`src/rtl/pbus_init_pkg.sv`:
```
package pbus_init_pkg;

    localparam int ADW = 32;
    localparam int CBW = ADW / 8;

    typedef enum logic [2:0] {
        ST_IDLE,
        ST_ADDR,
        ST_TURN,
        ST_DATA,
        ST_ABORT,
        ST_QUIT
    } ini_state_e;

    typedef enum logic [1:0] {
        END_OK    = 2'd0,
        END_RETRY = 2'd1,
        END_DISC  = 2'd2,
        END_ABORT = 2'd3
    } end_code_e;

    localparam logic [CBW-1:0] CMD_MEM_RD = 4'b0110;
    localparam logic [CBW-1:0] CMD_MEM_WR = 4'b0111;
    localparam logic [ADW-1:0] ABORT_FILL = '1;

    typedef struct packed {
        logic           wr;
        logic [ADW-1:0] addr;
    } ini_req_t;

    function automatic logic [CBW-1:0] cmd_for(input logic is_write);
        return is_write ? CMD_MEM_WR : CMD_MEM_RD;
    endfunction

    function automatic end_code_e early_end(input logic any_beat);
        return any_beat ? END_DISC : END_RETRY;
    endfunction

endpackage

```
`src/rtl/pbus_abort_timer.sv`:
```
module pbus_abort_timer #(
    parameter int LIMIT = 4
) (
    input  logic clk,
    input  logic rst,
    input  logic arm,
    input  logic watch,
    input  logic devsel,
    output logic expire
);
    localparam int CW = $clog2(LIMIT + 1);
    localparam logic [CW-1:0] LIM = CW'(LIMIT);

    logic [CW-1:0] cnt_q;
    logic          seen_q;

    always_ff @(posedge clk) begin
        if (rst || arm) begin
            cnt_q  <= '0;
            seen_q <= 1'b0;
        end else if (watch && !seen_q) begin
            if (devsel) begin
                seen_q <= 1'b1;
            end else if (cnt_q != LIM) begin
                cnt_q <= cnt_q + 1'b1;
            end
        end
    end

    assign expire = watch && !seen_q && !devsel && (cnt_q == LIM);

endmodule

```
`src/rtl/pbus_beat_tracker.sv`:
```
module pbus_beat_tracker #(
    parameter int LEN_W = 5
) (
    input  logic             clk,
    input  logic             rst,
    input  logic             load,
    input  logic [LEN_W-1:0] len_in,
    input  logic             advance,
    output logic [LEN_W-1:0] count,
    output logic             on_last
);
    logic [LEN_W-1:0] last_q;
    logic [LEN_W-1:0] cnt_q;

    always_ff @(posedge clk) begin
        if (rst) begin
            last_q <= '0;
            cnt_q  <= '0;
        end else if (load) begin
            last_q <= (len_in == '0) ? '0 : len_in - 1'b1;
            cnt_q  <= '0;
        end else if (advance) begin
            cnt_q <= cnt_q + 1'b1;
        end
    end

    assign count   = cnt_q;
    assign on_last = (cnt_q == last_q);

endmodule

```
`src/rtl/pbus_initiator.sv`:
```
module pbus_initiator
    import pbus_init_pkg::*;
#(
    parameter int LEN_W      = 5,
    parameter int ABORT_CLKS = 4
) (
    input  logic             clk,
    input  logic             rst,
    input  logic             req_valid,
    input  logic             req_write,
    input  logic [ADW-1:0]   req_addr,
    input  logic [LEN_W-1:0] req_len,
    output logic             req_ready,
    output logic [LEN_W-1:0] wr_beat,
    input  logic [ADW-1:0]   wr_data,
    input  logic [CBW-1:0]   beat_be,
    output logic             rd_valid,
    output logic [ADW-1:0]   rd_data,
    output logic             done,
    output logic [1:0]       done_code,
    output logic [LEN_W-1:0] done_beats,
    output logic             bus_frame,
    output logic             bus_irdy,
    output logic [ADW-1:0]   bus_ad_out,
    output logic             bus_ad_oe,
    output logic [CBW-1:0]   bus_cbe,
    input  logic [ADW-1:0]   bus_ad_in,
    input  logic             bus_devsel,
    input  logic             bus_trdy,
    input  logic             bus_stop
);
    ini_state_e       st_q, st_d;
    ini_req_t         req_q;
    end_code_e        code_q, code_d;
    logic             done_q, done_d;
    logic             rdv_q, rdv_d;
    logic [ADW-1:0]   rdd_q, rdd_d;

    logic             accept;
    logic             in_data;
    logic             xfer_ok;
    logic             expire;
    logic             on_last;
    logic [LEN_W-1:0] beat_cnt;

    assign accept  = (st_q == ST_IDLE) && req_valid;
    assign in_data = (st_q == ST_DATA);
    assign xfer_ok = in_data && bus_trdy && bus_devsel && !expire;

    pbus_abort_timer #(
        .LIMIT (ABORT_CLKS)
    ) timer_i (
        .clk    (clk),
        .rst    (rst),
        .arm    (st_q == ST_ADDR),
        .watch  ((st_q == ST_TURN) || in_data),
        .devsel (bus_devsel),
        .expire (expire)
    );

    pbus_beat_tracker #(
        .LEN_W (LEN_W)
    ) beats_i (
        .clk     (clk),
        .rst     (rst),
        .load    (accept),
        .len_in  (req_len),
        .advance (xfer_ok),
        .count   (beat_cnt),
        .on_last (on_last)
    );

    always_comb begin
        st_d   = st_q;
        code_d = code_q;
        done_d = 1'b0;
        rdv_d  = 1'b0;
        rdd_d  = rdd_q;
        unique case (st_q)
            ST_IDLE: begin
                if (accept) st_d = ST_ADDR;
            end
            ST_ADDR: begin
                st_d = req_q.wr ? ST_DATA : ST_TURN;
            end
            ST_TURN: begin
                if (expire) begin
                    st_d   = ST_ABORT;
                    code_d = END_ABORT;
                end else begin
                    st_d = ST_DATA;
                end
            end
            ST_DATA: begin
                if (expire) begin
                    code_d = END_ABORT;
                    if (on_last) begin
                        st_d   = ST_IDLE;
                        done_d = 1'b1;
                        rdv_d  = !req_q.wr;
                        rdd_d  = ABORT_FILL;
                    end else begin
                        st_d = ST_ABORT;
                    end
                end else if (xfer_ok) begin
                    rdv_d = !req_q.wr;
                    rdd_d = bus_ad_in;
                    if (on_last) begin
                        st_d   = ST_IDLE;
                        done_d = 1'b1;
                        code_d = END_OK;
                    end else if (bus_stop) begin
                        st_d   = ST_QUIT;
                        code_d = END_DISC;
                    end
                end else if (bus_stop) begin
                    code_d = early_end(beat_cnt != '0);
                    if (on_last) begin
                        st_d   = ST_IDLE;
                        done_d = 1'b1;
                    end else begin
                        st_d = ST_QUIT;
                    end
                end
            end
            ST_ABORT: begin
                st_d   = ST_IDLE;
                done_d = 1'b1;
                rdv_d  = !req_q.wr;
                rdd_d  = ABORT_FILL;
            end
            ST_QUIT: begin
                st_d   = ST_IDLE;
                done_d = 1'b1;
            end
            default: begin
                st_d = ST_IDLE;
            end
        endcase
    end

    always_ff @(posedge clk) begin
        if (rst) begin
            st_q   <= ST_IDLE;
            req_q  <= '0;
            code_q <= END_OK;
            done_q <= 1'b0;
            rdv_q  <= 1'b0;
            rdd_q  <= '0;
        end else begin
            st_q   <= st_d;
            code_q <= code_d;
            done_q <= done_d;
            rdv_q  <= rdv_d;
            rdd_q  <= rdd_d;
            if (accept) begin
                req_q.wr   <= req_write;
                req_q.addr <= req_addr;
            end
        end
    end

    // Bus-side controls decoded from the phase
    assign bus_frame  = (st_q == ST_ADDR) || (st_q == ST_TURN) || (in_data && !on_last);
    assign bus_irdy   = in_data || (st_q == ST_ABORT) || (st_q == ST_QUIT);
    assign bus_ad_oe  = (st_q == ST_ADDR) ||
                        (req_q.wr && (in_data || (st_q == ST_ABORT) || (st_q == ST_QUIT)));
    assign bus_ad_out = (st_q == ST_ADDR) ? req_q.addr : wr_data;
    assign bus_cbe    = (st_q == ST_ADDR) ? cmd_for(req_q.wr) :
                        (st_q == ST_IDLE) ? '0 : beat_be;

    // Local-side results
    assign req_ready  = (st_q == ST_IDLE);
    assign wr_beat    = beat_cnt;
    assign rd_valid   = rdv_q;
    assign rd_data    = rdd_q;
    assign done       = done_q;
    assign done_code  = code_q;
    assign done_beats = done_q ? beat_cnt : '0;

endmodule

```
`config.mk`:
```
export PLATFORM = sky130hd
export DESIGN_NAME = pbus_initiator
export DESIGN_NICKNAME = d
export VERILOG_FILES = /design/src/rtl/pbus_init_pkg.sv /design/src/rtl/pbus_abort_timer.sv /design/src/rtl/pbus_beat_tracker.sv /design/src/rtl/pbus_initiator.sv
export SDC_FILE = /design/constraint.sdc
export NUM_CORES = 1
export LEC_CHECK = 0
export BUFFER_PORTS_ARGS = -buffer_cell sky130_fd_sc_hd__buf_2
export CORE_UTILIZATION = 40
export CTS_CLUSTER_SIZE = 24
export DETAILED_ROUTE_END_ITERATION = 8
export PLACE_DENSITY_LB_ADDON = 0.05
export SYNTH_ARGS = -nofsm -noshare
export SYNTH_HDL_FRONTEND = slang
export SYNTH_SLANG_ARGS = --single-unit
```
`constraint.sdc`:
```
create_clock -name clk -period 2.9 [get_ports clk]
set_input_delay 0.58 -clock clk [delete_from_list [all_inputs] [get_ports clk]]
set_output_delay 0.58 -clock clk [all_outputs]
set_load 0.01 [all_outputs]
```
-- Yosys cells after proc, flatten, opt, wreduce, memory -nomap -nowiden
Cells that the tools add are included.
- register bits: 86
- output and inout bits: 86
- add/sub/neg operators: 3
- equal/unequal tests: 14
- muxes and demuxes: 38
- bitwise gates (word level): 1
- reduce and logical (&&, ||, !) cells: 33
- operators with widths (kind ; count):
    32-bit two-way mux ; 4
    32-bit case mux with 2 select lines ; 1
    3-bit two-way mux ; 9
    2-bit two-way mux ; 7
    3-bit case mux with 4 select lines ; 1
    5-bit two-way mux ; 2
    3-bit equality test (second input constant) ; 3
    1-bit logical AND ; 9
    1-bit two-way mux ; 9
    3-bit AND reduction ; 3
    4-bit two-way mux ; 2
    4-bit by 2-bit inequality test with 1-bit output (second input constant) ; 2
    1-bit logical OR ; 7
    3-bit by 2-bit equality test with 1-bit output (second input constant) ; 2
    5-bit by 1-bit adder with 5-bit output (second input constant) ; 1
    5-bit equality test ; 1
    1-bit logical NOT ; 5
    5-bit logical NOT ; 1
    5-bit nonzero test ; 1
    5-bit by 1-bit subtractor with 5-bit output (second input constant) ; 1
    1-bit case mux with 2 select lines ; 2
    2-bit case mux with 2 select lines ; 1
    4-bit AND reduction ; 1
    2-bit nonzero test ; 2
    other kinds (11) ; 12

-- Depth between registers and ports, before layout
Gate-level depths: netlist (run 1).
- word-level depth: 10
- depth in mapped cells: 7

-- Cells and area by module
A second synthesis (run 1) with hierarchy kept.
- cell total of the unflattened synthesis: 476
- area, all modules: 4052.6 um2
- modules (own cells, without submodules) (module ; times used ; cells an instance ; area each (um2) ; sequential area each (um2)):
    pbus_initiator ; 1 ; 398 ; 3358.2 ; 1441.4
    pbus_beat_tracker ; 1 ; 53 ; 474.2 ; 200.2
    pbus_abort_timer ; 1 ; 25 ; 220.2 ; 80.1

-- Worst setup path after synthesis (run 1)
OpenSTA, ideal clock, no wires.
- path type: reg-to-output
- from: reg st_q[2]
- to: out bus_ad_out[10]
- arrival: 1.721 ns
- required time: 2.320 ns
- path slack: 0.599 ns
- stages on the path, launching flop included: 6
- path buffers: 2
- cell sequence: dfxtp_1 -> clkbuf_1 -> nor2_1 -> nand2_1 -> clkbuf_1 -> mux2_2
- longest elaborated chain between the ends: 2
- ends and longest elaborated chain (what ; line ; source):
    start: declaration ; pbus_initiator.sv:32 ; ini_state_e st_q, st_d;
    start signal: assignment ; pbus_initiator.sv:151 ; st_q <= st_d;
    3-bit by 1-bit equality test with 1-bit output ; pbus_initiator.sv:168 ; assign bus_ad_out = (st_q == ST_ADDR) ? req_q.addr : wr_data;
    32-bit two-way mux ; pbus_initiator.sv:168 ;
    end: declaration ; pbus_initiator.sv:24 ; output logic [ADW-1:0] bus_ad_out,
No other way between the ends.

-- Worst setup path in the final report (run 1)
- from: reg st_q[2]
- to: out bus_ad_out[14]
The elaborated chain is that of the path after synthesis.

==> flow_summary.toml, run 1 <==
[clock_network]
path_clk_slew_ps = 90
h-tree-depth = 3
numClockSinks = 86
clock_latency_ps = 350
clockRootBuffer = "clkbuf_8"
cts_tree = "yes"
cts_inserted_buffers = 9
ctsLongestPathBuffers = 2
cts_post_setup_buffers_inserted = 0

[detailed_routing]
post_drt_wl_per_cell_um = 14.0
route.detailed.drc = 0
drt-pass1-iter-count = 5
vias = 3647
antenna_left = 0
drt_iter0_markers = 120
post_drt_via_cell_ratio = 4.95
totalWireLength_um = 10300

[timing]
worst_clock_skew_ps = 14.7
final_max_slew_viol_count = 0
rsz0062_at_grt = "no"
max_freq_mhz = 391
finalCriticalPeriod_ps = 2560
hold_violations = 0
setup_ws_ps = 343
finalSetupViolCount = 0
finalCritPeriodShare_pct = 88.2
setup_tns_ps = 0
max_slew_margin_pct = 60.7
worst_pin_slew_ps = 584

[logic_synthesis]
synthCells = 413
synth-seq-area-share_pct = 42.4
yosys-top-cells-area = "dfxtp_1 42%, a311oi_2 11%, mux2_2 8.9%, a22o_1 6.9%, nor2_1 4.2%"
yosys.area.top_type = "dfxtp_1"
ys.warnings.count = 0
ys_seq_elements = 86
syn_nets = 530
ys.flop_type = "dfxtp_1"
async_reset_ff_share_pct = 0
synth_edf_count = 0
avgSynthCellArea_um2 = 9.82
synthDominantCellAreaShare_pct = 42.4
syn_area_mm2 = 0.00406
ys_types = 40

[setup_path]
cp_slowest_cell = "dfxtp_2"
cp_max_fo = 35
required_ps = 2320
path_cells = "nor2_1 -> nand2_1 -> buf_4 -> mux2_2 -> buf_2"
slowest_delay_ps = 510
path_class = "reg -> out"
arrival_ps = 1980
setup.worst_path.start_class = "register"
r2r_cells = 4
end_kind = "output pin"

[placement]
place_congestion = 0.807
dpl-instance-area_mm2 = 0.00514
dp.cells = 721
port_buffers = 197
pre_cts_ws_ps = 414
hpwl_um = 7610

[final_layout]
fillCellCount = 938
syn2layout_area_growth_pct = 32.0
drive_gt1_share_pct = 47.5
n_antenna_cell = 0
layout.cells.non_filler = 737
design_area_mm2 = 0.00535
multiInputGateArea_mm2 = 0.00205
nets = 716
layout.area.seq_mm2 = 0.00172

[power_and_ir_drop]
peakVddDrop_v = 0.000260
power.leakage_nw = 2.44
p_per_area_mw_per_mm2 = 513

[global_routing]
grt_overflow_total = 0
grt_usage_pct = 19.7
first_global_vias = 3312
grt_start_max_net_pins = 38
grt_pass1_wl_um = 16000
antenna_found_initial = 0

[floorplanning]
io_pins = 198
die_h_um = 103
core_area_mm2 = 0.00982
initial_core_util_pct = 41.3
num_rows = 36
die_x_um = 103
dieArea_mm2 = 0.0105

[worst_hold_path]
min_path_type = "in -> reg"
hold_depth = 2

[outcome]
outcome = "completed"

[run]
cap_viol_max_count = 0
-- state kept, by name, summed over array words and instances, names as in the netlist --
register,cells
rd_data,32
timer_i.seen_q,1
done,1
rd_valid,1
timer_i.cnt_q,3
done_code,2
beats_i.count,5
beats_i.last_q,5
st_q,3
req_q,33
-- routing by layer --
metal | vias to the layer above | global-route usage [%] | share of wire, %
met5 | - | 0 | 0
met4 | 0 | 7.47 | 1.5
met3 | 11 | 5.22 | 7.3
met2 | 141 | 32.2 | 48
met1 | 1654 | 24.7 | 44
li1 | 1841 | - | -
-- layout make-up --
| cell class | count | share of cell area, % |
|---|---|---|
| Multi-Input combinational cell | 256 | 38.4 |
| Sequential cell | 86 | 32.2 |
| Timing Repair Buffer | 204 | 19.4 |
| Tap cell | 133 | 3.11 |
| Clock inverter | 5 | 1.57 |
| Inverter | 42 | 2.94 |
| Clock buffer | 11 | 2.45 |
-- cells in the final DEF, fill, tap and decap left out, drive strengths merged, types with 7 or more instances in the layout --
cell type  synthesis  final
a22o              32     32
and2               9      9
nor2              45     45
o21ai             14     14
dfxtp             86     86
inv               42     42
mux2              32     32
buf                4    204
clkbuf            25     11
a311oi            33     33
xor2               7      7
nand2             25     25
nor3               7      7
-- cell families (layout without fill, tap and decap cells) --
kind of cell | after synthesis | count (layout) | share of synthesized area, %
mux | 33 | 33 | 9.13
flops | 86 | 86 | 42.4
buf+inv | 71 | 262 | 7.31
fa+ha+maj | 5 | 5 | 1.54
xor+xnor | 13 | 13 | 2.81
compound gates | 101 | 101 | 24.3
simple gates | 104 | 104 | 12.5
-- metrics by stage --
step | utilization (%) | power (mW) | hold slack, ps
6_report | 54.5 | 2.75 | 434
5_1_grt | 54.5 | 2.91 | 418
4_1_cts | 54.5 | 2.78 | 421
3_5_place_dp | 52.3 | 1.87 | 455
3_3_place_gp | 52.3 | 1.87 | 449
2_1_floorplan | - | 1.64 | 444
-- worst paths after layout --
kind | slack (ps) | to | from
setup / recovery | 340 | bus_ad_out[14] | st_q[2]
hold / removal | 430 | req_q[20] | req_addr[20]
setup reg to reg | 670 | rd_data[17] | st_q[2]
hold reg to reg | 460 | rd_data[2] | rd_data[2]
-- critical path: cells and delay by family (launching register included) --
kind          cells  cell delay, ps
mux               1             390
flops             1             510
buf+inv           2             530
simple gates      2             200
-- Yosys cell counts, types with 2 or more instances --
library cell  count
and2_1            9
mux2_2           32
a21oi_1           6
a21o_1            2
xnor2_1           6
a211oi_1          3
dfxtp_1          86
nand3_1           3
ha_1              5
clkbuf_1         25
o21ai_0          14
o311ai_0          2
nor3_1            7
a311oi_1          4
nand4_1           3
a311oi_2         29
nand2_1          25
xor2_1            7
inv_1            42
nor2_1           45
buf_6             4
a22o_1           32
o31ai_1           3
nor2b_1           3
-- what timing repair did --
action / 4_1_cts / 5_1_grt
hold endpoints to repair: 0 / 0
setup endpoints to repair: 0 / 18
hold buffers: 0 / 0
gates resized for setup: 0 / 1
-- power by group --
| part | internal (mW) | total [mW] | switching [mW] |
|---|---|---|---|
| clock network | 0.488 | 0.907 | 0.419 |
| logic | 0.263 | 0.543 | 0.280 |
| registers | 1.25 | 1.30 | 0.0457 |
| total | 2.00 | 2.75 | 0.744 |
No activity file was read; power rests on OpenSTA's default activity.
==> run 2: changes to the inputs <==
==> constraint.sdc (replaced) <==
create_clock -name clk -period 3.2 [get_ports clk]
set_input_delay 0.64 -clock clk [delete_from_list [all_inputs] [get_ports clk]]
set_output_delay 0.64 -clock clk [all_outputs]
set_load 0.01 [all_outputs]
==> run 2 against run 1 <==
- sequential power decreased by 9%
- total power shrank 11%
- critical path depth unchanged
- sequential cell count unchanged
- core utilization shrank 0.13 points
- critical path type unchanged
- via count down 1.3%
- wire length decreased by 0.36%
- final cell count increased by 0.14%
- die area stayed put
- combinational power is 11% lower
- highest routed layer unchanged
==> flow_summary.toml, run 2 (same netlist as run 1, synthesis figures left out) <==
[clock_network]
cts_post_setup_buffers_inserted = 0
ctsLongestPathBuffers = 2
path_clk_slew_ps = 80
clockRootBuffer = "clkbuf_8"
cts_inserted_buffers = 9
numClockSinks = 86
clock_latency_ps = 350
h-tree-depth = 3
cts_resized = 0
cts_tree = "yes"
cts_hold_buffers = 0

[detailed_routing]
post_drt_wl_per_cell_um = 13.9
drt_iter0_markers = 119
route.detailed.drc = 0
vias = 3601
drt-pass1-iter-count = 4
antenna_left = 0
totalWireLength_um = 10300
post_drt_via_cell_ratio = 4.88

[floorplanning]
die_x_um = 103
die_h_um = 103
num_rows = 36
core_area_mm2 = 0.00982
initial_core_util_pct = 41.3
dieArea_mm2 = 0.0105
io_pins = 198

[power_and_ir_drop]
p_per_area_mw_per_mm2 = 455
swShare_pct = 27.0
p_clk_share_pct = 31.5
internal-power_mw = 1.77
power.leakage_nw = 2.44
p_sw_mw = 0.658
power_frac_seq_pct = 48.5
total_power_mw = 2.43
combinationalPowerShare_pct = 20.0
peakVddDrop_v = 0.000212

[final_layout]
layout.area.seq_mm2 = 0.00172
multiInputGateArea_mm2 = 0.00205
fillCellCount = 968
final_common_cell = "buf_2"
syn2layout_area_growth_pct = 31.7
layout.cells.non_filler = 738
largest_reg_flops = 33
final_cell_mix = "197 x buf_2, 86 x dfxtp_1, 45 x nor2_1"
drive_gt1_share_pct = 47.4
design_area_mm2 = 0.00534
regMostFlops = "req_q"
nets = 716

[timing]
worst_clock_skew_ps = 5.81
max_slew_margin_pct = 57.6
rsz0062_at_grt = "no"
hold_ws_ps = 465
finalSetupViolCount = 0
hold_violations = 0
finalCritPeriodShare_pct = 86.6
worst_pin_slew_ps = 631
final_max_slew_viol_count = 0
setup_tns_ps = 0
finalCriticalPeriod_ps = 2770
max_freq_mhz = 361

[outcome]
outcome = "completed"

[placement]
hpwl_um = 7600
place_congestion = 0.787
port_buffers = 197
dp.cells = 721
dpl-instance-area_mm2 = 0.00514

[setup_path]
cp_max_fo = 24
required_ps = 2560
r2r_start = "st_q[1]"
path_class = "reg -> out"
end_kind = "output pin"
arrival_ps = 2130
setup.worst_path.start_class = "register"
r2r_cells = 4
r2r-end = "rd_data[25]"
r2r_slack_ps = 730

[global_routing]
grt_start_max_net_pins = 38
antenna_found_initial = 0
first_global_vias = 3289
grt_usage_pct = 19.3
grt_overflow_total = 0
grt_pass1_wl_um = 15600

[worst_hold_path]
hold_path_end = "rd_data[0]"
min_path_type = "reg -> reg"
hold_start = "rd_data[0]"
hold_depth = 2

[run]
cap_viol_max_count = 0
run 2: critical path: stages, from the launching register on:
cell and delay (ps):
dfxtp_1 660, nor2_1 160, nand2_1 120, buf_4 300
mux2_2 390, buf_2 140
run 2: stage by stage:
| step | setup WS [ps] | util [%] |
|---|---|---|
| floorplan | 839 | - |
| global placement | 710 | 52.3 |
| detailed placement | 643 | 52.3 |
| CTS | 383 | 54.4 |
| global route | 252 | 54.4 |
| finish | 427 | 54.4 |
run 2: final cells by class:
class                           count  share of cell area (%)
Sequential cell                    86                    32.2
Multi-Input combinational cell    256                    38.4
Antenna cell                        1                  0.0468
Clock inverter                      3                   0.796
Clock buffer                       13                    2.97
Tap cell                          133                    3.12
Inverter                           42                    2.95
Timing Repair Buffer              204                    19.4
run 2: layer usage:
metal	GRT usage, %	up-vias	wire (um)
met5	0	-	0
met4	9.12	0	155
met3	4.95	12	716
met2	32.4	135	4960
met1	23.0	1608	4440
li1	-	1846	-
run 2: power groups by stage:
stage / clock network [mW] / registers (mW) / logic (mW)
global route: 0.842 / 1.19 / 0.536
floorplan: 0 / 1.19 / 0.295
CTS: 0.796 / 1.18 / 0.494
finish: 0.767 / 1.18 / 0.485
global placement: 0 / 1.20 / 0.489
detailed placement: 0 / 1.20 / 0.493
run 2: worst max-delay path by stage:
stage               start             end  slack, ps  depth (start not counted)
6_report          st_q[2]  bus_ad_out[25]        430                          5
3_3_place_gp   bus_devsel     rd_data[23]        710                          5
2_1_floorplan     st_q[2]  bus_ad_out[10]        840                          5
4_1_cts           st_q[2]  bus_ad_out[25]        380                          5
5_1_grt           st_q[2]  bus_ad_out[14]        250                          5
3_5_place_dp   bus_devsel     rd_data[23]        640                          5
==> run 3: changes to the inputs <==
--- a/config.mk
+++ b/config.mk
@@ -5,11 +5,13 @@
 export SDC_FILE = /design/constraint.sdc
 export NUM_CORES = 1
 export LEC_CHECK = 0
+export ABC_AREA = 1
 export BUFFER_PORTS_ARGS = -buffer_cell sky130_fd_sc_hd__buf_2
 export CORE_UTILIZATION = 40
 export CTS_CLUSTER_SIZE = 24
 export DETAILED_ROUTE_END_ITERATION = 8
 export PLACE_DENSITY_LB_ADDON = 0.05
+export SLEW_MARGIN = 20
 export SYNTH_ARGS = -nofsm -noshare
 export SYNTH_HDL_FRONTEND = slang
 export SYNTH_SLANG_ARGS = --single-unit
==> run 3 against run 2 <==
- worst hold slack got worse by 16 ps
- via count rose by 13%
- setup slack improved by 56 ps
- critical path type unchanged
- largest power group unchanged
==> flow_summary.toml, run 3 <==
[timing]
max_slew_margin_pct = 39.5
hold_violations = 0
rsz0062_at_grt = "no"
setup_ws_ps = 483
worst_pin_slew_ps = 906
max_freq_mhz = 368
finalCritPeriodShare_pct = 84.9
finalCriticalPeriod_ps = 2720
hold_ws_ps = 449
worst_clock_skew_ps = 15.9
final_max_slew_viol_count = 0
finalSetupViolCount = 0
setup_tns_ps = 0

[power_and_ir_drop]
p_per_area_mw_per_mm2 = 542
total_power_mw = 2.76
peakVddDrop_v = 0.000213
power.leakage_nw = 2.52

[clock_network]
cts_resized = 0
clockRootBuffer = "clkbuf_8"
cts_tree = "yes"
cts_hold_buffers = 0
cts_inserted_buffers = 9
path_clk_slew_ps = 80
h-tree-depth = 3
clock_latency_ps = 360
cts_post_setup_buffers_inserted = 0
numClockSinks = 86
ctsLongestPathBuffers = 2

[logic_synthesis]
synthSimpleGateAreaFrac_pct = 18.3
synth_fa_ha_area_share_pct = 1.62
synth_top_family_by_area = "compound AO/OA/AOI/OAI gates"
netlist_top_cells_count = "106 x o21ai_0, 103 x inv_1, 95 x nand2_1"
syn_nets = 668
ys.warnings.count = 0
synth_compound_area_share_pct = 21.1
async_reset_ff_share_pct = 0
yosys-top-cells-area = "dfxtp_1 44%, o21ai_0 14%, inv_1 10%, nand2_1 9.2%, a21oi_1 5.4%"
ys_types = 25
avgSynthCellArea_um2 = 7.03
yosys.area.top_type = "dfxtp_1"
synth_edf_count = 0
synth-seq-area-share_pct = 44.5
syn_area_mm2 = 0.00387
synthDominantCellAreaShare_pct = 44.5
ys.flop_type = "dfxtp_1"
synthCells = 551
yosysMostFrequentCell = "o21ai_0"
ys_seq_elements = 86
synth_xor_area_share_pct = 0.679
synth_mux_area_share_pct = 0

[detailed_routing]
drt-pass1-iter-count = 5
totalWireLength_um = 10400
post_drt_wl_per_cell_um = 12.0
vias = 4067
route.detailed.drc = 0
antenna_left = 0
post_drt_via_cell_ratio = 4.68
drt_iter0_markers = 180

[final_layout]
syn2layout_area_growth_pct = 31.5
regMostFlops = "req_q"
final_common_cell = "buf_2"
final_cell_mix = "197 x buf_2, 106 x o21ai_0, 103 x inv_1"
fillCellCount = 963
drive_gt1_share_pct = 30.3
layout.cells.non_filler = 869
nets = 852
n_antenna_cell = 0
largest_reg_flops = 33

[placement]
dp.cells = 853
pre_cts_ws_ps = 833
port_buffers = 197
hpwl_um = 7550
place_congestion = 0.789

[outcome]
outcome = "completed"

[floorplanning]
dieArea_mm2 = 0.0101
initial_core_util_pct = 41.5
die_h_um = 100
die_x_um = 100
num_rows = 35
core_area_mm2 = 0.00933
io_pins = 198

[setup_path]
r2r_slack_ps = 1150
required_ps = 2560
cp_slowest_cell = "inv_2"
setup.worst_path.start_class = "register"
end_kind = "output pin"
arrival_ps = 2080
cp_max_fo = 72
slowest_delay_ps = 450
path_class = "reg -> out"
path_cells = "inv_1 -> nor3_1 -> inv_2 -> o21ai_0 -> buf_2"

[global_routing]
grt_overflow_total = 0
grt_usage_pct = 20.0
antenna_found_initial = 0
grt_pass1_wl_um = 16100
first_global_vias = 3550
grt_start_max_net_pins = 73

[worst_hold_path]
min_path_type = "reg -> reg"

[run]
cap_viol_max_count = 0
## run 3: path summary, 6_finish.rpt
kind | cells after the start | to | start
setup reg to reg | 8 | rd_data[7] | timer_i.cnt_q[0]
hold reg to reg | 2 | rd_data[13] | rd_data[13]
setup / recovery | 5 | bus_ad_out[0] | st_q[0]
hold / removal | 2 | rd_data[13] | rd_data[13]
## run 3: per-layer routing
metal | routed length [um] | global-route usage, %
met4 | 76 | 7.13
met1 | 4530 | 24.0
met3 | 889 | 4.94
met5 | 0 | 0
met2 | 4910 | 34.7
## run 3: logic make-up (layout without fill, tap and decap cells)
logic type,after synthesis,in the layout
adders and majority gates,5,5
DFF,86,86
xor gates and xnor gates,3,3
and+or+nand+nor,167,167
buffers and inverters,134,323
AOI/OAI and AO/OA,156,156
## run 3: area by class of cell
type	instances	area (um2)	share of cell area, %
Clock inverter	7	56.3	1.11
Tap cell	129	161	3.17
Timing Repair Buffer	201	1020	20.0
Inverter	106	398	7.81
Multi-Input combinational cell	331	1620	31.7
Clock buffer	9	124	2.43
Sequential cell	86	1720	33.8
## run 3: stage by stage
step	util, %	cell area [um2]
floorplan	-	3870
CTS	54.6	5090
finish	54.6	5090
global placement	52.7	4910
global route	54.6	5090
detailed placement	52.7	4910
## run 3: worst max-delay path, delay by kind of cell, from the launching register on
kind	cells	cell delay, ps
compound gates	1	300
simple gates	1	320
buf+inv	3	710
flops	1	380
## run 3: power breakdown
group	switching, mW	leakage [nW]	total, mW	internal, mW
Combinational	0.506	1.73	0.806	0.300
Clock	0.418	0.0906	0.710	0.292
Sequential	0.0500	0.701	1.24	1.19
